### src/rtl/mlp_pkg.sv
package mlp_pkg;
  // width used for the pre-activation value; wide enough for 2*W + log2(N_IN) + 1
  localparam int unsigned PRE_W = 48;
endpackage

### src/rtl/mlp_neuron.sv
module mlp_neuron
  import mlp_pkg::*;
#(
  parameter int unsigned           N_IN = 4,
  parameter int unsigned           W    = 16,
  parameter int unsigned           FRAC = 8,
  parameter logic [N_IN*W-1:0]     WGT  = '0,
  parameter logic [W-1:0]          BIAS = '0
) (
  input  logic              clk_i,
  input  logic [N_IN*W-1:0] x_i,
  output logic [W-1:0]      y_o
);
  localparam int unsigned PROD_W = 2 * W;
  localparam int unsigned SUM_W  = PROD_W + $clog2(N_IN) + 1;
  localparam logic signed [PRE_W-1:0] ONE  = PRE_W'(1) <<< FRAC;
  localparam logic signed [PRE_W-1:0] HALF = ONE >>> 1;

  function automatic logic [W-1:0] pwl(input logic signed [PRE_W-1:0] p);
    logic signed [PRE_W-1:0] t;
    t = (p >>> 2) + HALF;
    if (t < 0)   return '0;
    if (t > ONE) return ONE[W-1:0];
    return t[W-1:0];
  endfunction

  // stage 1: products
  logic signed [PROD_W-1:0] prod_q [N_IN];
  always_ff @(posedge clk_i) begin
    for (int i = 0; i < N_IN; i++) begin
      prod_q[i] <= PROD_W'($signed(x_i[i*W +: W])) * PROD_W'($signed(WGT[i*W +: W]));
    end
  end

  // stage 2: sum, bias, activation
  logic signed [SUM_W-1:0] sum;
  logic signed [PRE_W-1:0] pre;
  always_comb begin
    sum = '0;
    for (int i = 0; i < N_IN; i++) sum = sum + SUM_W'(prod_q[i]);
    pre = (PRE_W'(sum) >>> FRAC) + PRE_W'($signed(BIAS));
  end

  logic [W-1:0] y_q;
  always_ff @(posedge clk_i) y_q <= pwl(pre);
  assign y_o = y_q;
endmodule

### src/rtl/mlp_layer.sv
module mlp_layer #(
  parameter int unsigned             N_IN  = 4,
  parameter int unsigned             N_OUT = 4,
  parameter int unsigned             W     = 16,
  parameter int unsigned             FRAC  = 8,
  parameter logic [N_OUT*N_IN*W-1:0] WGT   = '0,
  parameter logic [N_OUT*W-1:0]      BIAS  = '0
) (
  input  logic               clk_i,
  input  logic               rst_ni,
  input  logic               valid_i,
  input  logic [N_IN*W-1:0]  x_i,
  output logic               valid_o,
  output logic [N_OUT*W-1:0] y_o
);
  localparam logic [W-1:0] ONE_W = W'(1) << FRAC;

  logic [1:0] vld_q;
  always_ff @(posedge clk_i or negedge rst_ni) begin
    if (!rst_ni) vld_q <= '0;
    else         vld_q <= {vld_q[0], valid_i};
  end
  assign valid_o = vld_q[1];

  for (genvar n = 0; n < N_OUT; n++) begin : g_neuron
    mlp_neuron #(
      .N_IN (N_IN),
      .W    (W),
      .FRAC (FRAC),
      .WGT  (WGT[n*N_IN*W +: N_IN*W]),
      .BIAS (BIAS[n*W +: W])
    ) u_neuron (
      .clk_i (clk_i),
      .x_i   (x_i),
      .y_o   (y_o[n*W +: W])
    );

    a_r5_act_range: assert property (@(posedge clk_i) disable iff (!rst_ni)
      valid_o |-> (y_o[n*W +: W] <= ONE_W));
  end

  a_r1_two_stage_valid: assert property (@(posedge clk_i) disable iff (!rst_ni)
    valid_i |-> ##2 valid_o);
  a_r7_no_phantom: assert property (@(posedge clk_i) disable iff (!rst_ni)
    !valid_i |-> ##2 !valid_o);
endmodule

### src/rtl/mlp_argmax.sv
module mlp_argmax #(
  parameter int unsigned N     = 3,
  parameter int unsigned W     = 16,
  parameter int unsigned IDX_W = 2
) (
  input  logic [N*W-1:0]   scores_i,
  output logic [IDX_W-1:0] idx_o
);
  logic signed [W-1:0] best;
  always_comb begin
    idx_o = '0;
    best  = $signed(scores_i[W-1:0]);
    for (int k = 1; k < N; k++) begin
      // strict compare keeps the lowest index on ties
      if ($signed(scores_i[k*W +: W]) > best) begin
        best  = $signed(scores_i[k*W +: W]);
        idx_o = IDX_W'(k);
      end
    end
  end
endmodule

### src/rtl/mlp_classifier.sv
module mlp_classifier #(
  parameter int unsigned W     = 16,
  parameter int unsigned FRAC  = 8,
  parameter int unsigned N_IN  = 4,
  parameter int unsigned N_HID = 4,
  parameter int unsigned N_OUT = 3,
  parameter logic [N_HID*N_IN*W-1:0] HID_WGT = {
    16'hFFC0, 16'h0080, 16'hFF00, 16'h0000,
    16'h0200, 16'h0020, 16'h0040, 16'hFF80,
    16'h0000, 16'h0100, 16'h0000, 16'h0100,
    16'h0000, 16'h0000, 16'h0100, 16'h0100},
  parameter logic [N_HID*W-1:0] HID_BIAS = {16'hFF00, 16'h0080, 16'h0000, 16'h0000},
  parameter logic [N_OUT*N_HID*W-1:0] OUT_WGT = {
    16'h0100, 16'h0100, 16'hFF00, 16'hFF00,
    16'h0000, 16'h0000, 16'h0100, 16'h0000,
    16'h0000, 16'h0000, 16'h0000, 16'h0100},
  parameter logic [N_OUT*W-1:0] OUT_BIAS = {16'h0080, 16'h0000, 16'h0000},
  localparam int unsigned CLS_W = $clog2(N_OUT)
) (
  input  logic               clk_i,
  input  logic               rst_ni,
  input  logic               in_valid_i,
  input  logic [N_IN*W-1:0]  in_feat_i,
  output logic               out_valid_o,
  output logic [N_OUT*W-1:0] out_score_o,
  output logic [CLS_W-1:0]   out_class_o
);
  logic               hid_valid;
  logic [N_HID*W-1:0] hid_y;

  mlp_layer #(
    .N_IN (N_IN), .N_OUT (N_HID), .W (W), .FRAC (FRAC),
    .WGT  (HID_WGT), .BIAS (HID_BIAS)
  ) u_hidden (
    .clk_i   (clk_i),
    .rst_ni  (rst_ni),
    .valid_i (in_valid_i),
    .x_i     (in_feat_i),
    .valid_o (hid_valid),
    .y_o     (hid_y)
  );

  mlp_layer #(
    .N_IN (N_HID), .N_OUT (N_OUT), .W (W), .FRAC (FRAC),
    .WGT  (OUT_WGT), .BIAS (OUT_BIAS)
  ) u_output (
    .clk_i   (clk_i),
    .rst_ni  (rst_ni),
    .valid_i (hid_valid),
    .x_i     (hid_y),
    .valid_o (out_valid_o),
    .y_o     (out_score_o)
  );

  mlp_argmax #(.N (N_OUT), .W (W), .IDX_W (CLS_W)) u_argmax (
    .scores_i (out_score_o),
    .idx_o    (out_class_o)
  );

  a_r1_latency_four: assert property (@(posedge clk_i) disable iff (!rst_ni)
    in_valid_i |-> ##4 out_valid_o);
  a_r6_class_in_range: assert property (@(posedge clk_i) disable iff (!rst_ni)
    out_valid_o |-> (32'(out_class_o) < N_OUT));

  for (genvar k = 0; k < N_OUT; k++) begin : g_chk
    a_r6_none_larger: assert property (@(posedge clk_i) disable iff (!rst_ni)
      out_valid_o |-> ($signed(out_score_o[k*W +: W]) <= $signed(out_score_o[out_class_o*W +: W])));
    a_r6_lowest_on_tie: assert property (@(posedge clk_i) disable iff (!rst_ni)
      (out_valid_o && (k < 32'(out_class_o))) |->
        ($signed(out_score_o[k*W +: W]) < $signed(out_score_o[out_class_o*W +: W])));
  end
endmodule

### config.mk
export PLATFORM = sky130hd
export DESIGN_NAME = mlp_classifier
export DESIGN_NICKNAME = d
export VERILOG_FILES = /design/src/rtl/mlp_pkg.sv /design/src/rtl/mlp_neuron.sv /design/src/rtl/mlp_layer.sv /design/src/rtl/mlp_argmax.sv /design/src/rtl/mlp_classifier.sv
export SDC_FILE = /design/constraint.sdc
export NUM_CORES = 1
export LEC_CHECK = 0
export BUFFER_PORTS_ARGS = -buffer_cell sky130_fd_sc_hd__buf_4
export CORE_MARGIN = 2
export CORE_UTILIZATION = 60
export DETAILED_ROUTE_END_ITERATION = 8
export PLACE_DENSITY = 0.74
export SYNTH_ARGS = -nofsm -noshare
export SYNTH_HDL_FRONTEND = slang
export SYNTH_SLANG_ARGS = --single-unit
### constraint.sdc
create_clock -name clk_i -period 8.7 [get_ports clk_i]
set_input_delay 0.87 -clock clk_i [delete_from_list [all_inputs] [get_ports clk_i]]
set_output_delay 0.87 -clock clk_i [all_outputs]
set_load 0.03 [all_outputs]
==> impl_metrics.tcl <==
set metrics [dict create \
    clk_pin_slew_worst_paths_ps 70 \
    crit_slowest_cell "or4_1" \
    grt_pass1_wl_mm 94.5 \
    synthCells 2568 \
    coreArea_um2 38400 \
    hpwl_mm 47.5 \
    max_freq_ghz 0.141 \
    ctsRootBufferMaster "clkbuf_16" \
    die_area_um2 40300 \
    layout_common_cells "dfxtp_1 (356), inv_1 (272), nand2_1 (165), ha_1 (157), a21oi_1 (140)" \
    endpoint_kind "flop" \
    antenna_found_initial 0 \
    maxCapViolCount 0 \
    area_delta_synth_final_pct 12.5 \
    firstDrtPassIters 6 \
    min_path_type "in -> async" \
    ioPinCount 118 \
    holdWs_ps 87.9 \
    worstRegToRegCells 21 \
    clk_path_buf_depth 3 \
    hold_viol 0 \
    worst_slew_pin_slew_ps 1310 \
    final_common_cell "dfxtp_1" \
    io_buffers 117 \
    drv_slew 0 \
    wl_per_cell_um 17.9 \
    cts_tree "built" \
    grt_overflow 0 \
    nFillCells 3134 \
    start_util_pct 60.5 \
    start_kind "flop" \
    ys_types 113 \
    cts_sinks 360 \
    grt_max_degree 18 \
    grt_use_total_pct 28.9 \
    cts_setup_buffers 0 \
    ir_worst_vdd_v 0.000233 \
    crit_chain "inv_1 -> fa_1 -> fa_1 -> inv_1 -> ha_1 -> or3_1 -> a31oi_4 -> nor2_1 -> a211oi_1 -> ha_1 -> inv_1 -> nor4_1 -> o2111ai_2 -> or4_1 -> nand2b_1 -> xnor2_1 -> nand2_1 -> or3_1 -> a211oi_1 -> nand4_1 -> o31a_1" \
    final_core_util_pct 68.0 \
    die_w_um 201 \
    required_ps 9160 \
    relSlewSlack_pct 12.0 \
    fin_crit_ps 7080 \
    setup_tns_ps 0 \
    setup_viol 0 \
    grt_pass1_vias 18540 \
    r2r-end "u_output.g_neuron[2].u_neuron.y_o[8]$_SDFF_PN0_" \
    r2r_slack_ps 1620 \
    vias 19188 \
    rsz0062_at_grt "no" \
    place_ws_ps 1800 \
    skew_ps 10.5 \
    cts_resized 0 \
    worstSetupPathType "reg -> reg" \
    setup_ws_ps 1620 \
    ys.flop_type "dfxtp_1" \
    yosys_warnings 0 \
    drc 0 \
    synthArstFlopShare_pct 1.11 \
    synth_edf_count 0 \
    finalCritPeriodShare_pct 81.4 \
    avgViaCountPerCell 5.86 \
    first_iter_violations 1095 \
    fp.dieH_um 201 \
    gp_congestion 0.946 \
    critPathArrivalTime_ps 7530 \
    r2r_start "u_output.g_neuron[2].u_neuron.prod_q[2][4]$_DFF_P_" \
    fp-row-count 72 \
    nets 3065 \
    cts_htree_levels 2 \
    power_density_nw_per_um2 291 \
    seq_area_frac_synth_pct 31.1 \
    critPathMaxFanout 9 \
    clock_latency_ps 570 \
    p_leak_nw 11.2 \
    hold_buffers 0 \
    total_power_mw 7.61 \
    cts_made_buffers 38 \
    ys_ff_latch 360 \
    drive_above_1_share_pct 9.73 \
    routed_wl_mm 58.8 \
    syn_avg_cell_area_um2 9.04 \
    cpMostUsedCell "inv_1" \
    antenna_left 0 \
    synth_area_um2 23200 \
    critPathMaxStageDelay_ps 800 \
    status "finished clean" \
]
[cell type report]
cell class	count	area, µm²	area share [%]
clock buffer	49	1090	4.19
tap	518	648	2.48
timing repair buffer	127	953	3.65
antenna	1	2.50	0.00959
clock inverter	19	265	1.02
sequential	360	7230	27.7
inverter	273	1020	3.93
multi-input combinational	1927	14900	57.0
[report_power, final]
group,switching (mW),internal [mW]
logic,2.57,1.51
registers,0.0645,1.75
clock network,0.704,1.02
total,3.33,4.28
[stage by stage]
| step | area [µm²] | cells |
|---|---|---|
| 2_1_floorplan | 23400 | 2616 |
| 3_3_place_gp | 24700 | 3205 |
| 3_5_place_dp | 24700 | 3205 |
| 4_1_cts | 26100 | 3273 |
| 5_1_grt | 26100 | 3273 |
| 6_report | 26100 | 3274 |
[worst max-delay path by stage]
stage	depth (start not counted)	start	slack, ps	endpoint
finish	21	u_output.g_neuron[2].u_neuron.prod_q[2][4]$_DFF_P_	1620	u_output.g_neuron[2].u_neuron.y_o[8]$_SDFF_PN0_
global route	22	u_output.g_neuron[2].u_neuron.prod_q[2][1]$_DFF_P_	1140	u_output.g_neuron[2].u_neuron.y_o[8]$_SDFF_PN0_
CTS	21	u_output.g_neuron[2].u_neuron.prod_q[2][4]$_DFF_P_	1750	u_output.g_neuron[2].u_neuron.y_o[8]$_SDFF_PN0_
detailed placement	21	u_output.g_neuron[2].u_neuron.prod_q[2][4]$_DFF_P_	1800	u_output.g_neuron[2].u_neuron.y_o[8]$_SDFF_PN0_
global placement	21	u_output.g_neuron[2].u_neuron.prod_q[2][3]$_DFF_P_	1890	u_output.g_neuron[2].u_neuron.y_o[8]$_SDFF_PN0_
floorplan	30	u_output.g_neuron[0].u_neuron.y_o[1]$_SDFF_PP0_	2480	out_class_o[0]
[logic make-up (layout without fill, tap and decap cells)]
group,count (synthesis),in the layout,share of synthesized area (%)
buf+inv,329,468,5.48
xor+xnor,192,192,7.34
mux,35,35,1.57
simple gates,817,817,19.1
compound gates,563,563,17.0
flops,360,360,31.1
fa+ha+maj,271,271,18.3
other cells,1,50,0.0162
[sequential cells by signal, indices dropped and copies added (netlist names)]
register,flops
u_hidden.vld_q,2
u_output.vld_q,2
u_output.g_neuron.u_neuron.prod_q,108
u_hidden.g_neuron.u_neuron.prod_q,136
u_output.g_neuron.u_neuron.y_o,48
u_hidden.g_neuron.u_neuron.y_o,64
[critical path: cells and delay by family, from the launching register on]
| family | cells | cell delay, ps |
|---|---|---|
| and+or+nand+nor | 8 | 2870 |
| AOI/OAI and AO/OA | 5 | 1730 |
| adders and majority gates | 4 | 1610 |
| DFF | 1 | 320 |
| buffers and inverters | 3 | 220 |
| xor gates and xnor gates | 1 | 220 |
[synth_stat cells (12+ instances only)]
cell type	instances	share of area (%)
fa_1	114	9.8
nor2_1	138	2.2
o22ai_1	12	0.32
mux2i_1	26	1.1
and3_1	34	0.92
inv_1	272	4.4
or2_2	13	0.35
dfxtp_1	356	31
a21o_1	38	1.2
nand4_1	50	1.3
or3_1	28	0.75
a21oi_1	140	3.0
nor2b_1	31	0.84
and4_1	13	0.49
nor4_1	44	1.2
o31ai_1	18	0.58
nand2b_1	29	0.78
nor3b_1	18	0.58
o21ai_0	79	1.7
o21a_1	29	0.94
or4_1	12	0.39
nand2_1	165	2.7
buf_2	17	0.37
clkbuf_1	31	0.50
a31oi_1	34	0.92
ha_1	157	8.5
o211ai_1	24	0.78
a211oi_1	24	0.78
nor3_1	81	1.7
xor2_1	72	2.7
and2_1	40	1.1
nand3b_1	12	0.39
xnor2_1	117	4.4
nand3_1	61	1.3
[per-layer routing]
layer	GRT usage, %	vias to the layer above	wire length, µm
li1	-	9411	-
met1	37.9	9066	26100
met2	48.7	599	27400
met3	3.96	112	3030
met4	10.7	0	2250
met5	0	-	0
No activity file was read; power rests on OpenSTA's default activity.
